--- src/rtl/wdg_pkg.sv ---
package wdg_pkg;

  typedef enum logic [1:0] {
    WD_IDLE  = 2'd0,
    WD_COUNT = 2'd1,
    WD_PULSE = 2'd2
  } wd_state_e;

  // A clear is honoured while at least `margin` ticks of the period remain.
  function automatic logic clear_in_time(int elapsed, int period, int margin);
    return (period - elapsed) >= margin;
  endfunction

  // Counter width that can hold the value n.
  function automatic int width_for(int n);
    return (n < 2) ? 1 : $clog2(n + 1);
  endfunction

endpackage

--- src/rtl/wdg_tick.sv ---
module wdg_tick #(
  parameter int TICK_DIV = 250
) (
  input  logic clk,
  input  logic rst_n,
  output logic tick
);
  generate
    if (TICK_DIV <= 1) begin : g_pass
      assign tick = 1'b1;
    end else begin : g_div
      localparam int DW = wdg_pkg::width_for(TICK_DIV - 1);
      logic [DW-1:0] div_q;
      always_ff @(posedge clk or negedge rst_n) begin
        if (!rst_n)                          div_q <= '0;
        else if (div_q == DW'(TICK_DIV - 1)) div_q <= '0;
        else                                 div_q <= div_q + 1'b1;
      end
      assign tick = (div_q == DW'(TICK_DIV - 1));

      p_tick_bound_r4: assert property (@(posedge clk) disable iff (!rst_n)
        tick |=> !tick);
    end
  endgenerate
endmodule

--- src/rtl/wdg_settle.sv ---
module wdg_settle #(
  parameter int SETTLE_TICKS = 150000
) (
  input  logic clk,
  input  logic rst_n,
  input  logic tick,
  input  logic supply_ok,
  output logic qualified
);
  localparam int SW = wdg_pkg::width_for(SETTLE_TICKS);
  logic [SW-1:0] run_q;
  logic          qual_q;
  logic          settle_done;

  assign settle_done = tick && (run_q == SW'(SETTLE_TICKS - 1));

  always_ff @(posedge clk or negedge rst_n) begin
    if (!rst_n) begin
      run_q  <= '0;
      qual_q <= 1'b0;
    end else if (!supply_ok) begin
      run_q  <= '0;
      qual_q <= 1'b0;
    end else if (!qual_q && tick) begin
      if (settle_done) qual_q <= 1'b1;
      else             run_q  <= run_q + 1'b1;
    end
  end

  assign qualified = qual_q;

  p_settle_needs_supply_r3: assert property (@(posedge clk) disable iff (!rst_n)
    $rose(qualified) |-> $past(supply_ok));
  p_drop_unqualifies_r10: assert property (@(posedge clk) disable iff (!rst_n)
    !supply_ok |=> !qualified);
endmodule

--- src/rtl/wdg_countdown.sv ---
module wdg_countdown #(
  parameter int PERIOD_TICKS = 4000000,
  parameter int MARGIN_TICKS = 100,
  parameter int PULSE_TICKS  = 10000
) (
  input  logic clk,
  input  logic rst_n,
  input  logic tick,
  input  logic armed,
  input  logic clear_in,
  output logic pending,
  output logic wdg_rst_n
);
  import wdg_pkg::*;

  localparam int MAXT = (PERIOD_TICKS > PULSE_TICKS) ? PERIOD_TICKS : PULSE_TICKS;
  localparam int CW   = width_for(MAXT);

  wd_state_e     state_q;
  logic [CW-1:0] cnt_q;
  logic          clr_seen_q;

  // Named internal events, used by the next-state logic and the assertions.
  logic expire_evt, pulse_done, clear_hit, skip_now;

  assign expire_evt = (state_q == WD_COUNT) && tick && (cnt_q == CW'(PERIOD_TICKS - 1));
  assign pulse_done = (state_q == WD_PULSE) && tick && (cnt_q == CW'(PULSE_TICKS - 1));
  assign clear_hit  = (state_q == WD_COUNT) && clear_in &&
                      clear_in_time(int'(cnt_q), PERIOD_TICKS, MARGIN_TICKS);
  assign skip_now   = clr_seen_q || clear_hit;

  always_ff @(posedge clk or negedge rst_n) begin
    if (!rst_n) begin
      state_q    <= WD_IDLE;
      cnt_q      <= '0;
      clr_seen_q <= 1'b0;
    end else if (!armed) begin
      state_q    <= WD_IDLE;
      cnt_q      <= '0;
      clr_seen_q <= 1'b0;
    end else begin
      unique case (state_q)
        WD_IDLE: begin
          state_q    <= WD_COUNT;
          cnt_q      <= '0;
          clr_seen_q <= 1'b0;
        end
        WD_COUNT: begin
          if (clear_hit) clr_seen_q <= 1'b1;
          if (expire_evt) begin
            cnt_q      <= '0;
            clr_seen_q <= 1'b0;
            if (!skip_now) state_q <= WD_PULSE;
          end else if (tick) begin
            cnt_q <= cnt_q + 1'b1;
          end
        end
        WD_PULSE: begin
          if (pulse_done) begin
            state_q <= WD_COUNT;
            cnt_q   <= '0;
          end else if (tick) begin
            cnt_q <= cnt_q + 1'b1;
          end
        end
        default: state_q <= WD_IDLE;
      endcase
    end
  end

  assign pending   = (state_q == WD_COUNT);
  assign wdg_rst_n = (state_q != WD_PULSE);

  p_cnt_bound_r4: assert property (@(posedge clk) disable iff (!rst_n)
    pending |-> (int'(cnt_q) < PERIOD_TICKS));
  p_pulse_after_expiry_r5: assert property (@(posedge clk) disable iff (!rst_n)
    $fell(wdg_rst_n) |-> $past(expire_evt && !skip_now));
  p_restart_after_pulse_r6: assert property (@(posedge clk) disable iff (!rst_n)
    (pulse_done && armed) |=> (pending && cnt_q == '0));
  p_skip_keeps_pending_r7: assert property (@(posedge clk) disable iff (!rst_n)
    (expire_evt && skip_now && armed) |=> (pending && wdg_rst_n));
  p_late_clear_ignored_r8: assert property (@(posedge clk) disable iff (!rst_n)
    (expire_evt && !clr_seen_q && armed &&
     !clear_in_time(PERIOD_TICKS - 1, PERIOD_TICKS, MARGIN_TICKS)) |=> !wdg_rst_n);
  p_disarm_idle_r9: assert property (@(posedge clk) disable iff (!rst_n)
    !armed |=> (!pending && wdg_rst_n));
endmodule

--- src/rtl/reset_watchdog.sv ---
module reset_watchdog #(
  parameter int TICK_DIV     = 250,
  parameter int SETTLE_TICKS = 150000,
  parameter int PERIOD_TICKS = 4000000,
  parameter int MARGIN_TICKS = 100,
  parameter int PULSE_TICKS  = 10000,
  parameter int CMD_W        = 6,
  parameter int CMD_ENABLE   = 27,
  parameter int CMD_DISABLE  = 26
) (
  input  logic             clk,
  input  logic             rst_n,
  input  logic             cmd_valid,
  input  logic [CMD_W-1:0] cmd_num,
  input  logic             supply_ok,
  input  logic             clear_in,
  output logic             wdg_rst_n,
  output logic             pending
);
  logic tick, qualified, en_q, armed;
  logic cmd_on, cmd_off;

  assign cmd_on  = cmd_valid && (cmd_num == CMD_W'(CMD_ENABLE));
  assign cmd_off = cmd_valid && (cmd_num == CMD_W'(CMD_DISABLE));

  // The enable is held independently of qualification.
  always_ff @(posedge clk or negedge rst_n) begin
    if (!rst_n)       en_q <= 1'b0;
    else if (cmd_off) en_q <= 1'b0;
    else if (cmd_on)  en_q <= 1'b1;
  end

  assign armed = en_q && qualified;

  wdg_tick #(.TICK_DIV(TICK_DIV)) u_tick (
    .clk(clk), .rst_n(rst_n), .tick(tick)
  );

  wdg_settle #(.SETTLE_TICKS(SETTLE_TICKS)) u_settle (
    .clk(clk), .rst_n(rst_n), .tick(tick),
    .supply_ok(supply_ok), .qualified(qualified)
  );

  wdg_countdown #(
    .PERIOD_TICKS(PERIOD_TICKS),
    .MARGIN_TICKS(MARGIN_TICKS),
    .PULSE_TICKS (PULSE_TICKS)
  ) u_cd (
    .clk(clk), .rst_n(rst_n), .tick(tick), .armed(armed),
    .clear_in(clear_in), .pending(pending), .wdg_rst_n(wdg_rst_n)
  );

  p_disable_cmd_r2: assert property (@(posedge clk) disable iff (!rst_n)
    cmd_off |=> !en_q);
  p_unqualified_idle_r3: assert property (@(posedge clk) disable iff (!rst_n)
    !qualified |=> !pending);
endmodule

--- config.mk ---
export PLATFORM = sky130hd
export DESIGN_NAME = reset_watchdog
export DESIGN_NICKNAME = d
export VERILOG_FILES = /design/src/rtl/wdg_pkg.sv /design/src/rtl/wdg_tick.sv /design/src/rtl/wdg_settle.sv /design/src/rtl/wdg_countdown.sv /design/src/rtl/reset_watchdog.sv
export SDC_FILE = /design/constraint.sdc
export NUM_CORES = 1
export LEC_CHECK = 0
export ABC_AREA = 1
export CORE_ASPECT_RATIO = 0.5
export CORE_MARGIN = 10
export CORE_UTILIZATION = 40
export DETAILED_ROUTE_END_ITERATION = 7
export GPL_TIMING_DRIVEN = 0
export SLEW_MARGIN = 40
export SYNTH_ARGS = -nofsm -noshare
export SYNTH_HDL_FRONTEND = slang
export SYNTH_SLANG_ARGS = --single-unit
--- constraint.sdc ---
create_clock -name clk -period 2.1 [get_ports clk]
set_input_delay 0.42 -clock clk [delete_from_list [all_inputs] [get_ports clk]]
set_output_delay 0.42 -clock clk [all_outputs]
set_load 0.01 [all_outputs]
-- Yosys cells after proc, flatten, opt, wreduce, memory -nomap -nowiden
Index checks and enable logic that the tools add are counted.
Widths: inputs -> output; s select.
- input port bits: 11
- output and inout port bits: 2
- memories: 0
- word-level logic and storage cells: 72
- bits in registers: 53
- memory bits (read-only): 0
- RAM bits: 0
- bits in latches: 0
- magnitude comparators: 1
- shift-type cells: 0
- eq/ne operators: 18
- muxes and demuxes: 23
- bitwise operators: 0
- reductions and logical operators: 19
- div/mod/pow operators: 0
- multipliers: 0
- add/sub/neg operators: 4
- operator list (cell ; number):
    $mux 22 ; 4
    $pmux 22 s3 ; 1
    $mux 18 ; 3
    $ge 32x8->1 const B ; 1
    $sub 22x22->23 const A ; 1
    $add 22x1->22 const B ; 1
    $eq 22x14->1 const B ; 1
    $eq 22x22->1 const B ; 1
    $add 18x1->18 const B ; 1
    $eq 18x18->1 const B ; 1
    $eq 6x5->1 const B ; 2
    $ne 3x3->1 const B ; 4
    $logic_and 1x1->1 ; 11
    $add 8x1->8 const B ; 1
    $eq 8x8->1 const B ; 1
    $mux 1 ; 8
    $mux 2 ; 4
    $mux 8 ; 1
    $ne 4x4->1 const B ; 2
    $pmux 2 s3 ; 1
    $reduce_and 2->1 ; 3
    $ne 2x1->1 const B ; 2
    $ne 2x2->1 const B ; 2
    $reduce_and 3->1 ; 1
    7 further kinds ; 7

-- Depth between registers and ports, before layout
Gate-level depths: netlist of the first run.
- word-level depth: 8
- depth in mapped cells: 18
- gate-level depth less buffers: 18

-- Modules after synthesis
A second synthesis of the first run with hierarchy kept.
- cells, all modules: 655
- area, all modules: 4236.6 um2
- by module, submodules not included (module ; area an instance (um2) ; seq. area each (um2) ; cells each ; instances):
    wdg_countdown ; 2371.0 ; 625.6 ; 380 ; 1
    wdg_settle ; 1333.8 ; 475.5 ; 209 ; 1
    wdg_tick ; 440.4 ; 200.2 ; 50 ; 1
    reset_watchdog ; 91.3 ; 25.0 ; 16 ; 1

-- Worst setup path before layout of the first run
No wires, ideal clock.
- path type: register -> register
- start: register u_cd.state_q[1]
- end: register u_cd.cnt_q[14]
- buffers on the path: 0
- arrival time: 1.866 ns
- stages on the path, launching flop included: 11
- library setup time: 0.118 ns
- data required time: 1.982 ns
- setup slack: 0.116 ns
- clock period less this slack: 1.984 ns
- path through: dfrtp_1 > inv_1 > ha_1 > nor3_1 > nand2_1 > nand2_2 > nor4_4 > nand3_1 > nor2_2 > xor2_1 > nor2_1
- cells in the longest elaborated chain, start to end: 6
- elaborated cells between the ends (all ways): 12
- those cells by class: eq/ne: 3; mux: 4; reduce/logical: 5
- ends and longest elaborated chain (item ; line ; source):
    start: declaration ; wdg_countdown.sv:19 ; wd_state_e state_q;
    start signal: assignment ; wdg_countdown.sv:34 ; state_q <= WD_IDLE;
    start signal: assignment ; wdg_countdown.sv:38 ; state_q <= WD_IDLE;
    start signal: assignment ; wdg_countdown.sv:44 ; state_q <= WD_COUNT;
    $eq 2x1->1 * ; - ;
    via pending ; reset_watchdog.sv:18 ; output logic pending
    $logic_and 1x1->1 (2 in series) ; wdg_countdown.sv:26 ; assign expire_evt = (state_q == WD_COUNT) && tick && (cnt_q == CW'(PERIOD_TICKS - 1));
    $mux 22 ; wdg_countdown.sv:50 ; if (expire_evt) begin
    $pmux 22 s3 ; wdg_countdown.sv:42 ; unique case (state_q)
    $mux 22 ; wdg_countdown.sv:37 ; end else if (!armed) begin
    end signal: assignment ; wdg_countdown.sv:55 ; cnt_q <= cnt_q + 1'b1;
    end signal: assignment ; wdg_countdown.sv:63 ; cnt_q <= cnt_q + 1'b1;
    end: declaration ; wdg_countdown.sv:20 ; logic [CW-1:0] cnt_q;
The timed path passes the listed nets; every way through them passes the cells marked *.
A chain may end at the register's enable or synchronous reset.

-- Worst setup path in the final report of the first run
- start: register u_cd.cnt_q[1]
- end: register u_cd.cnt_q[6]
- cells in the longest elaborated chain, start to end: 5
- elaborated cells between the ends (all ways): 10
- those cells by class: add/sub: 1; eq/ne: 2; mux: 5; reduce/logical: 2
- ends and longest elaborated chain (item ; line):
    $add 22x1->22 (tied with other cells) ; wdg_countdown.sv:55, wdg_countdown.sv:63
    $mux 22 (tied with other cells) ; wdg_countdown.sv:54, wdg_countdown.sv:62
    $mux 22 (on tied branches) ; wdg_countdown.sv:59, wdg_countdown.sv:50
    $pmux 22 s3 * ; wdg_countdown.sv:42
    $mux 22 * ; wdg_countdown.sv:37
Every way passes the cells marked *; elsewhere a longest branch is shown, timed or not.

==> flow_metrics.py, run 1 <==
metrics = {
    "status": {
        "status": "complete, no violations",
    },
    "routing": {
        "detail_route.wirelength_um": 10400,
        "drt-initial-drc-count": 220,
        "drtPass1Iterations": 4,
        "vias": 3945,
        "drc": 0,
        "routed_wire_length_per_instance_um": 13.5,
        "route.antenna.remaining_nets": 0,
        "route.detailed.vias_per_inst": 5.12,
    },
    "sta": {
        "clock_skew_ps": 8.03,
        "max_clock_freq_ghz": 0.485,
        "timing_hold_violations_final": 0,
        "min_period_over_period_pct": 98.1,
        "worst_slew_margin_relative_to_its_limit_pct": 65.8,
        "timing_max_transition_violations_final": 0,
        "setup_violating_endpoint_count_in_the_final_report": 0,
        "finalWorstPathRequiredPeriod_ps": 2060,
        "grt_setup_unrepaired": "true",
        "hold_ws_ps": 428,
        "worst_slew_pin_slew_ps": 509,
    },
    "synth": {
        "synth_simple_gate_area_share_pct": 41.3,
        "synth_top_flop_cell": "dfrtp_1",
        "synth_fa_ha_area_share_pct": 2.84,
        "async_reset_ff_share_pct": 100,
        "most_used_standard_cell_by_instance_count_after_synthesis": "nand2_1",
        "postSynthRegisterBits": 53,
        "combinational_family_with_the_most_area_after_synthesis": "simple AND/OR/NAND/NOR gates",
        "synth_top_cells_by_area": "dfrtp_1 33%, nand2_1 13%, nor2_1 9.2%",
        "syn_nets": 615,
        "synth_compound_area_share_pct": 8.78,
        "synth_area_leader_cell": "dfrtp_1",
        "fraction_of_synthesized_area_in_multiplexers_pct": 0.284,
        "synth.distinct_cells": 38,
        "avgSynthCellArea_um2": 6.66,
        "synthCells": 595,
        "mappedNetlistArea_um2": 3960,
        "synth_largest_type_area_fraction_pct": 33.5,
        "parity_gate_share_of_the_synthesized_area_counting_xor_and_xnor_cells_pct": 4.42,
        "synth.cells.most_frequent": "142 x nand2_1, 97 x nor2_1, 64 x inv_1",
        "synth-edff-count": 0,
        "fraction_of_the_yosys_area_taken_by_sequential_cells_pct": 33.5,
        "ys.warnings.count": 0,
    },
    "floorplanning": {
        "io_pins": 13,
        "die_width_um": 161,
        "design.die.area_um2": 14500,
        "fp.dieH_um": 90.4,
        "floorplan.rows": 25,
        "start_util_pct": 41.5,
        "core_area_um2": 9540,
    },
    "power_and_ir_drop": {
        "clockPowerShare_pct": 46.4,
        "cellLeakagePower_nw": 2.07,
        "sw_frac_of_total_pct": 20.6,
        "combinational_fraction_of_design_power_pct": 4.0,
        "power.net_switching_uw": 430,
        "peakVddDrop_mv": 0.328,
        "cell_internal_pwr_mw": 1.66,
        "power-per-cell-area_nw_per_um2": 438,
        "seqPwrFrac_pct": 49.6,
    },
    "global_routing": {
        "grt_util_all_layers_pct": 14.4,
        "grt_max_degree": 42,
        "grt_pass1_wl_um": 17900,
        "globalRoute.totalOverflow": 0,
        "grt_pass1_vias": 3748,
        "antenna_found_initial": 0,
    },
    "place": {
        "io_buffers": 11,
        "gpl.final_weighted_congestion": 0.915,
        "hpwlAfterDp_um": 7820,
    },
    "hold_path": {
        "hold_path.class": "in -> reg",
        "worst_hold_path.num_cells": 3,
    },
    "cts": {
        "clkSinkCount": 53,
        "tritoncts.num_buffers": 5,
        "tritoncts": "done",
        "cts-root-buf": "clkbuf_16",
        "clk_path_buf_depth": 2,
        "htree_levels": 2,
        "clk-insertion-delay-late_ps": 290,
        "clkSlewWorstSetupHoldPaths_ps": 70,
    },
    "layout": {
        "fillCellCount": 967,
        "finish.net_count": 655,
        "antenna_cells": 0,
        "area_delta_synth_final_pct": 20.3,
        "final_core_utilization_pct": 50.0,
        "drive_above_1_share_pct": 17.8,
    },
    "job": {
        "drv.max_cap_violation_count": 0,
    },
    "setup_path": {
        "reg2reg_depth": 11,
        "critPathRequiredTime_ps": 2270,
        "critical_path.endpoint_type": "flip-flop",
        "worst-endpoint-arrival_ps": 2230,
        "critical_path_class": "reg -> reg",
        "startpoint_type": "flip-flop",
        "critical_path_peak_fanout": 10,
    },
}
==> routing by layer <==
layer  track usage (%)  share of wire [%]  vias to the layer above
li1                  -                  -                     2019
met1              19.5                 49                     1819
met2              23.6                 46                       95
met3              1.77                3.8                       12
met4              3.69                1.2                        0
met5                 0                  0                        -
==> cell families (layout without fill, tap and decap cells) <==
logic type	count (synthesis)	in the layout
DFF	53	53
muxes	1	1
AOI/OAI and AO/OA	60	60
buffers and inverters	87	128
and+or+nand+nor	365	365
adders and majority gates	9	9
xor gates and xnor gates	20	20
==> layout by cell type (no fill, tap or decap), drive strengths merged, types with 3 or more instances in the layout <==
master           n
nor3b            4
nor4             6
nor3            22
nor2           107
nand3           58
buf             33
ha               9
nand4           17
inv             71
a211oi           3
a21oi           26
o31ai            3
clkbuf          10
xor2            19
clkdlybuf4s50    9
o21ai           21
dfrtp           53
nand2          148
==> power groups by stage <==
stage               clock [mW]  combinational (mW)  sequential, mW
global placement             0              0.0780            1.06
finish                   0.970              0.0827            1.04
floorplan                    0              0.0314            1.05
CTS                      0.995              0.0852            1.04
detailed placement           0              0.0834            1.06
global route              1.04              0.0947            1.04
==> sequential cells by signal, indices dropped and copies added (netlist names) <==
name,count
u_cd.cnt_q,22
en_q,1
u_tick.g_div.div_q,8
u_settle.run_q,18
u_cd.state_q,2
u_settle.qualified,1
u_cd.clr_seen_q,1
==> timing repair <==
item                                   4_1_cts  5_1_grt
setup endpoints to repair                   37       42
endpoints found under the hold margin       12        0
setup buffers                               10       11
resized for setup                           19       39
hold buffers                                 1        0
pin swaps                                   10        9
==> stage by stage <==
step / cells / TNS [ps] / worst slack [ps] / total power [mW] / instance area, µm²
2_1_floorplan: 595 / 0 / 116 / 1.09 / 3960
4_1_cts: 760 / -47.7 / -32.3 / 2.12 / 4570
3_5_place_dp: 742 / -5610 / -225 / 1.14 / 4260
3_3_place_gp: 741 / -62600 / -1100 / 1.13 / 4240
6_report: 771 / 0 / 39.3 / 2.09 / 4770
5_1_grt: 771 / -2740 / -175 / 2.18 / 4770
==> worst paths after layout <==
check	from	to	slack (ps)
worst max-delay path	u_cd.cnt_q[1]	u_cd.cnt_q[6]	40
worst min-delay path	supply_ok	u_settle.run_q[12]	430
worst max register to register	u_cd.cnt_q[1]	u_cd.cnt_q[6]	40
worst min register to register	u_tick.g_div.div_q[0]	u_tick.g_div.div_q[0]	500
max in group asynchronous	rst_n	u_cd.cnt_q[12]	1110
min in group asynchronous	rst_n	u_settle.run_q[5]	510
==> final cells by class <==
cell class	instances	area [µm²]	share of cell area (%)
Sequential cell	53	1340	28.0
Clock buffer	6	139	2.91
Buffer	14	96.3	2.02
Timing Repair Buffer	34	298	6.25
Multi-Input combinational cell	455	2410	50.7
Inverter	72	277	5.80
Tap cell	135	169	3.54
Clock inverter	2	37.5	0.788
==> critical path, stage by stage, from the launching register on <==
cell and delay, ps:
dfrtp_1 420, ha_1 190, nand2_1 90, nor2_2 140, nand2_1 80, inv_1 110
nand3_1 140, o21ai_2 220, a21oi_2 110, a21oi_4 200, buf_6 190, a211oi_1 60
Power figures use the tool's default switching activity.
==> run 2, diff against run 1 <==
--- a/config.mk
+++ b/config.mk
@@ -11,6 +11,7 @@
 export CORE_UTILIZATION = 40
 export DETAILED_ROUTE_END_ITERATION = 7
 export GPL_TIMING_DRIVEN = 0
+export SETUP_SLACK_MARGIN = 0.2
 export SLEW_MARGIN = 40
 export SYNTH_ARGS = -nofsm -noshare
 export SYNTH_HDL_FRONTEND = slang
==> run 2 against run 1 <==
Effect of this change:
- critical path depth did not move
- sequential cell count is the same
- clock power is 1% lower
- critical path type unchanged
- die area unchanged
- core utilization increased by 2.8 points
==> flow_metrics.py, run 2 (synthesis gave the netlist of run 1 again) <==
metrics = {
    "floorplanning": {
        "fp.dieH_um": 90.4,
        "floorplan.rows": 25,
        "start_util_pct": 41.5,
        "core_area_um2": 9540,
        "die_width_um": 161,
        "io_pins": 13,
        "design.die.area_um2": 14500,
    },
    "layout": {
        "top_register": "u_cd.cnt_q",
        "fillCellCount": 914,
        "area_delta_synth_final_pct": 27.0,
        "top_regs": "u_cd.cnt_q (22), u_settle.run_q (18), u_tick.g_div.div_q (8)",
        "layout_common_cells": "132 x nand2_1, 76 x nor2_1, 58 x inv_1, 51 x nand3_1, 46 x dfrtp_1",
        "mostFrequentLayoutCell": "nand2_1",
        "final_core_utilization_pct": 52.7,
        "drive_above_1_share_pct": 23.0,
        "multi_input_area_um2": 2520,
        "largest_register_ffs": 22,
        "finish.net_count": 675,
        "non_filler_instance_count_after_layout": 791,
        "seq_area_um2": 1340,
        "antenna_cells": 0,
    },
    "setup_path": {
        "critical_path_peak_fanout": 10,
        "critical_path_class": "reg -> reg",
        "critical_path.endpoint_type": "flip-flop",
        "worst-endpoint-arrival_ps": 2270,
        "worst_path_dominant_cell_family": "simple AND/OR/NAND/NOR gates",
        "crit_buf_inv": 3,
        "critical_path_depth": 11,
        "crit_path_cell_trace": "inv_1 -> ha_1 -> nand4_1 -> nor3_4 -> buf_6 -> nand4_1 -> nand2_2 -> a21oi_2 -> a21oi_4 -> buf_6 -> nor2_1",
        "critical_path.slowest_cell": "dfrtp_1",
        "critical-path-max-stage-delay_ps": 380,
        "critPathRequiredTime_ps": 2280,
        "startpoint_type": "flip-flop",
        "reg2reg_depth": 11,
    },
    "hold_path": {
        "hold_path.class": "in -> reg",
        "worst_hold_path.num_cells": 3,
    },
    "power_and_ir_drop": {
        "seqPwrFrac_pct": 49.7,
        "cellLeakagePower_nw": 2.20,
        "power-per-cell-area_nw_per_um2": 415,
        "cell_internal_pwr_mw": 1.67,
        "peakVddDrop_mv": 0.294,
        "sw_frac_of_total_pct": 20.2,
        "combinational_fraction_of_design_power_pct": 4.4,
        "clockPowerShare_pct": 45.9,
        "post-layout-total-power_mw": 2.09,
        "power.net_switching_uw": 421,
    },
    "sta": {
        "worst_slew_pin_slew_ps": 539,
        "final_setup_tns_ps": 0,
        "timing_hold_violations_final": 0,
        "timing_max_transition_violations_final": 0,
        "setup_violating_endpoint_count_in_the_final_report": 0,
        "clock_skew_ps": 7.41,
        "grt_setup_unrepaired": "true",
        "max_clock_freq_ghz": 0.477,
        "finalWorstPathRequiredPeriod_ps": 2100,
        "min_period_over_period_pct": 99.9,
        "worst_slew_margin_relative_to_its_limit_pct": 63.8,
    },
    "routing": {
        "drc": 0,
        "vias": 3998,
        "detail_route.wirelength_um": 10700,
        "route.antenna.remaining_nets": 0,
        "routed_wire_length_per_instance_um": 13.6,
        "route.detailed.vias_per_inst": 5.05,
        "drt-initial-drc-count": 259,
        "drtPass1Iterations": 4,
    },
    "global_routing": {
        "globalRoute.totalOverflow": 0,
        "use_met3_pct": 1.82,
        "grt_pass1_vias": 3877,
        "fraction_of_met2_tracks_used_by_global_routing_pct": 25.3,
        "grt_util_all_layers_pct": 14.6,
        "grt_max_degree": 41,
        "grt.busiest_layer": "met2",
        "use_met1_pct": 19.3,
        "grt_pass1_wl_um": 18300,
        "antenna_found_initial": 0,
    },
    "job": {
        "drv.max_cap_violation_count": 0,
    },
    "cts": {
        "clk-insertion-delay-late_ps": 290,
        "cts-root-buf": "clkbuf_16",
        "tritoncts": "done",
        "clkSlewWorstSetupHoldPaths_ps": 70,
        "tritoncts.num_buffers": 5,
        "htree_levels": 2,
        "clkSinkCount": 53,
        "clk_path_buf_depth": 2,
    },
    "place": {
        "number_of_cells_in_the_design_after_placement": 742,
        "gpl.final_weighted_congestion": 0.898,
        "io_buffers": 11,
        "hpwlAfterDp_um": 7790,
    },
    "status": {
        "status": "complete, no violations",
    },
}
run 2: cell count changes in the layout (fill, tap and decap cells not counted), sizes merged:
cell | previous run | this run
clkinvlp | 2 | 0
clkdlybuf4s50 | 9 | 8
clkbuf | 10 | 12
inv | 71 | 72
buf | 33 | 52
dlymetal6s2s | 1 | 0
dlygate4sd2 | 0 | 2
run 2: layer usage:
metal | wire length [µm] | share of wire (%) | vias to the layer above
met3 | 484 | 4.5 | 7
met5 | 0 | 0 | -
met1 | 5120 | 48 | 1825
met4 | 76 | 0.71 | 0
li1 | - | - | 2063
met2 | 5050 | 47 | 103
run 2: tightest hold or removal path, delay by kind of cell:
kind,cells,cell delay [ps]
buffers and inverters,1,150
AO/OA/AOI/OAI,2,120
run 2: worst paths after layout:
check	start	end	slack [ps]
max	u_tick.g_div.div_q[1]	u_cd.cnt_q[12]	3
min	supply_ok	u_settle.run_q[2]	440
max reg2reg	u_tick.g_div.div_q[1]	u_cd.cnt_q[12]	3
min reg2reg	en_q	en_q	520
max in group asynchronous	rst_n	u_cd.cnt_q[12]	1080
min in group asynchronous	rst_n	u_settle.run_q[10]	520
run 2: cell type report:
type                            instances  share of cell area, %
Buffer                                 15                   2.19
Clock buffer                            7                   2.84
Clock inverter                          1                  0.597
Inverter                               72                   5.47
Multi-Input combinational cell        455                   50.1
Sequential cell                        53                   26.5
Tap cell                              135                   3.36
Timing Repair Buffer                   53                   8.88
run 2: repair_timing:
item | 4_1_cts | 5_1_grt
setup endpoints to repair | 43 | 47
hold buffers | 1 | 0
gates resized for setup | 59 | 35
buffers inserted | 27 | 12
hold endpoints to repair | 13 | 0
gates cloned | 0 | 1
pin swaps | 22 | 9
run 2: through the flow:
step / instance area [µm²] / hold WS, ps / worst slack, ps
2_1_floorplan: 3960 / 124 / 186
3_3_place_gp: 4240 / 485 / -1110
3_5_place_dp: 4260 / 287 / -195
4_1_cts: 4820 / 435 / 34.3
5_1_grt: 5030 / 481 / -134
6_report: 5030 / 442 / 2.55
run 2: power groups by stage:
stage	Combinational [mW]	Clock (mW)	Sequential (mW)
CTS	0.0867	0.980	1.04
floorplan	0.0314	0	1.05
global placement	0.0779	0	1.06
detailed placement	0.0834	0	1.06
finish	0.0909	0.959	1.04
global route	0.103	1.02	1.04
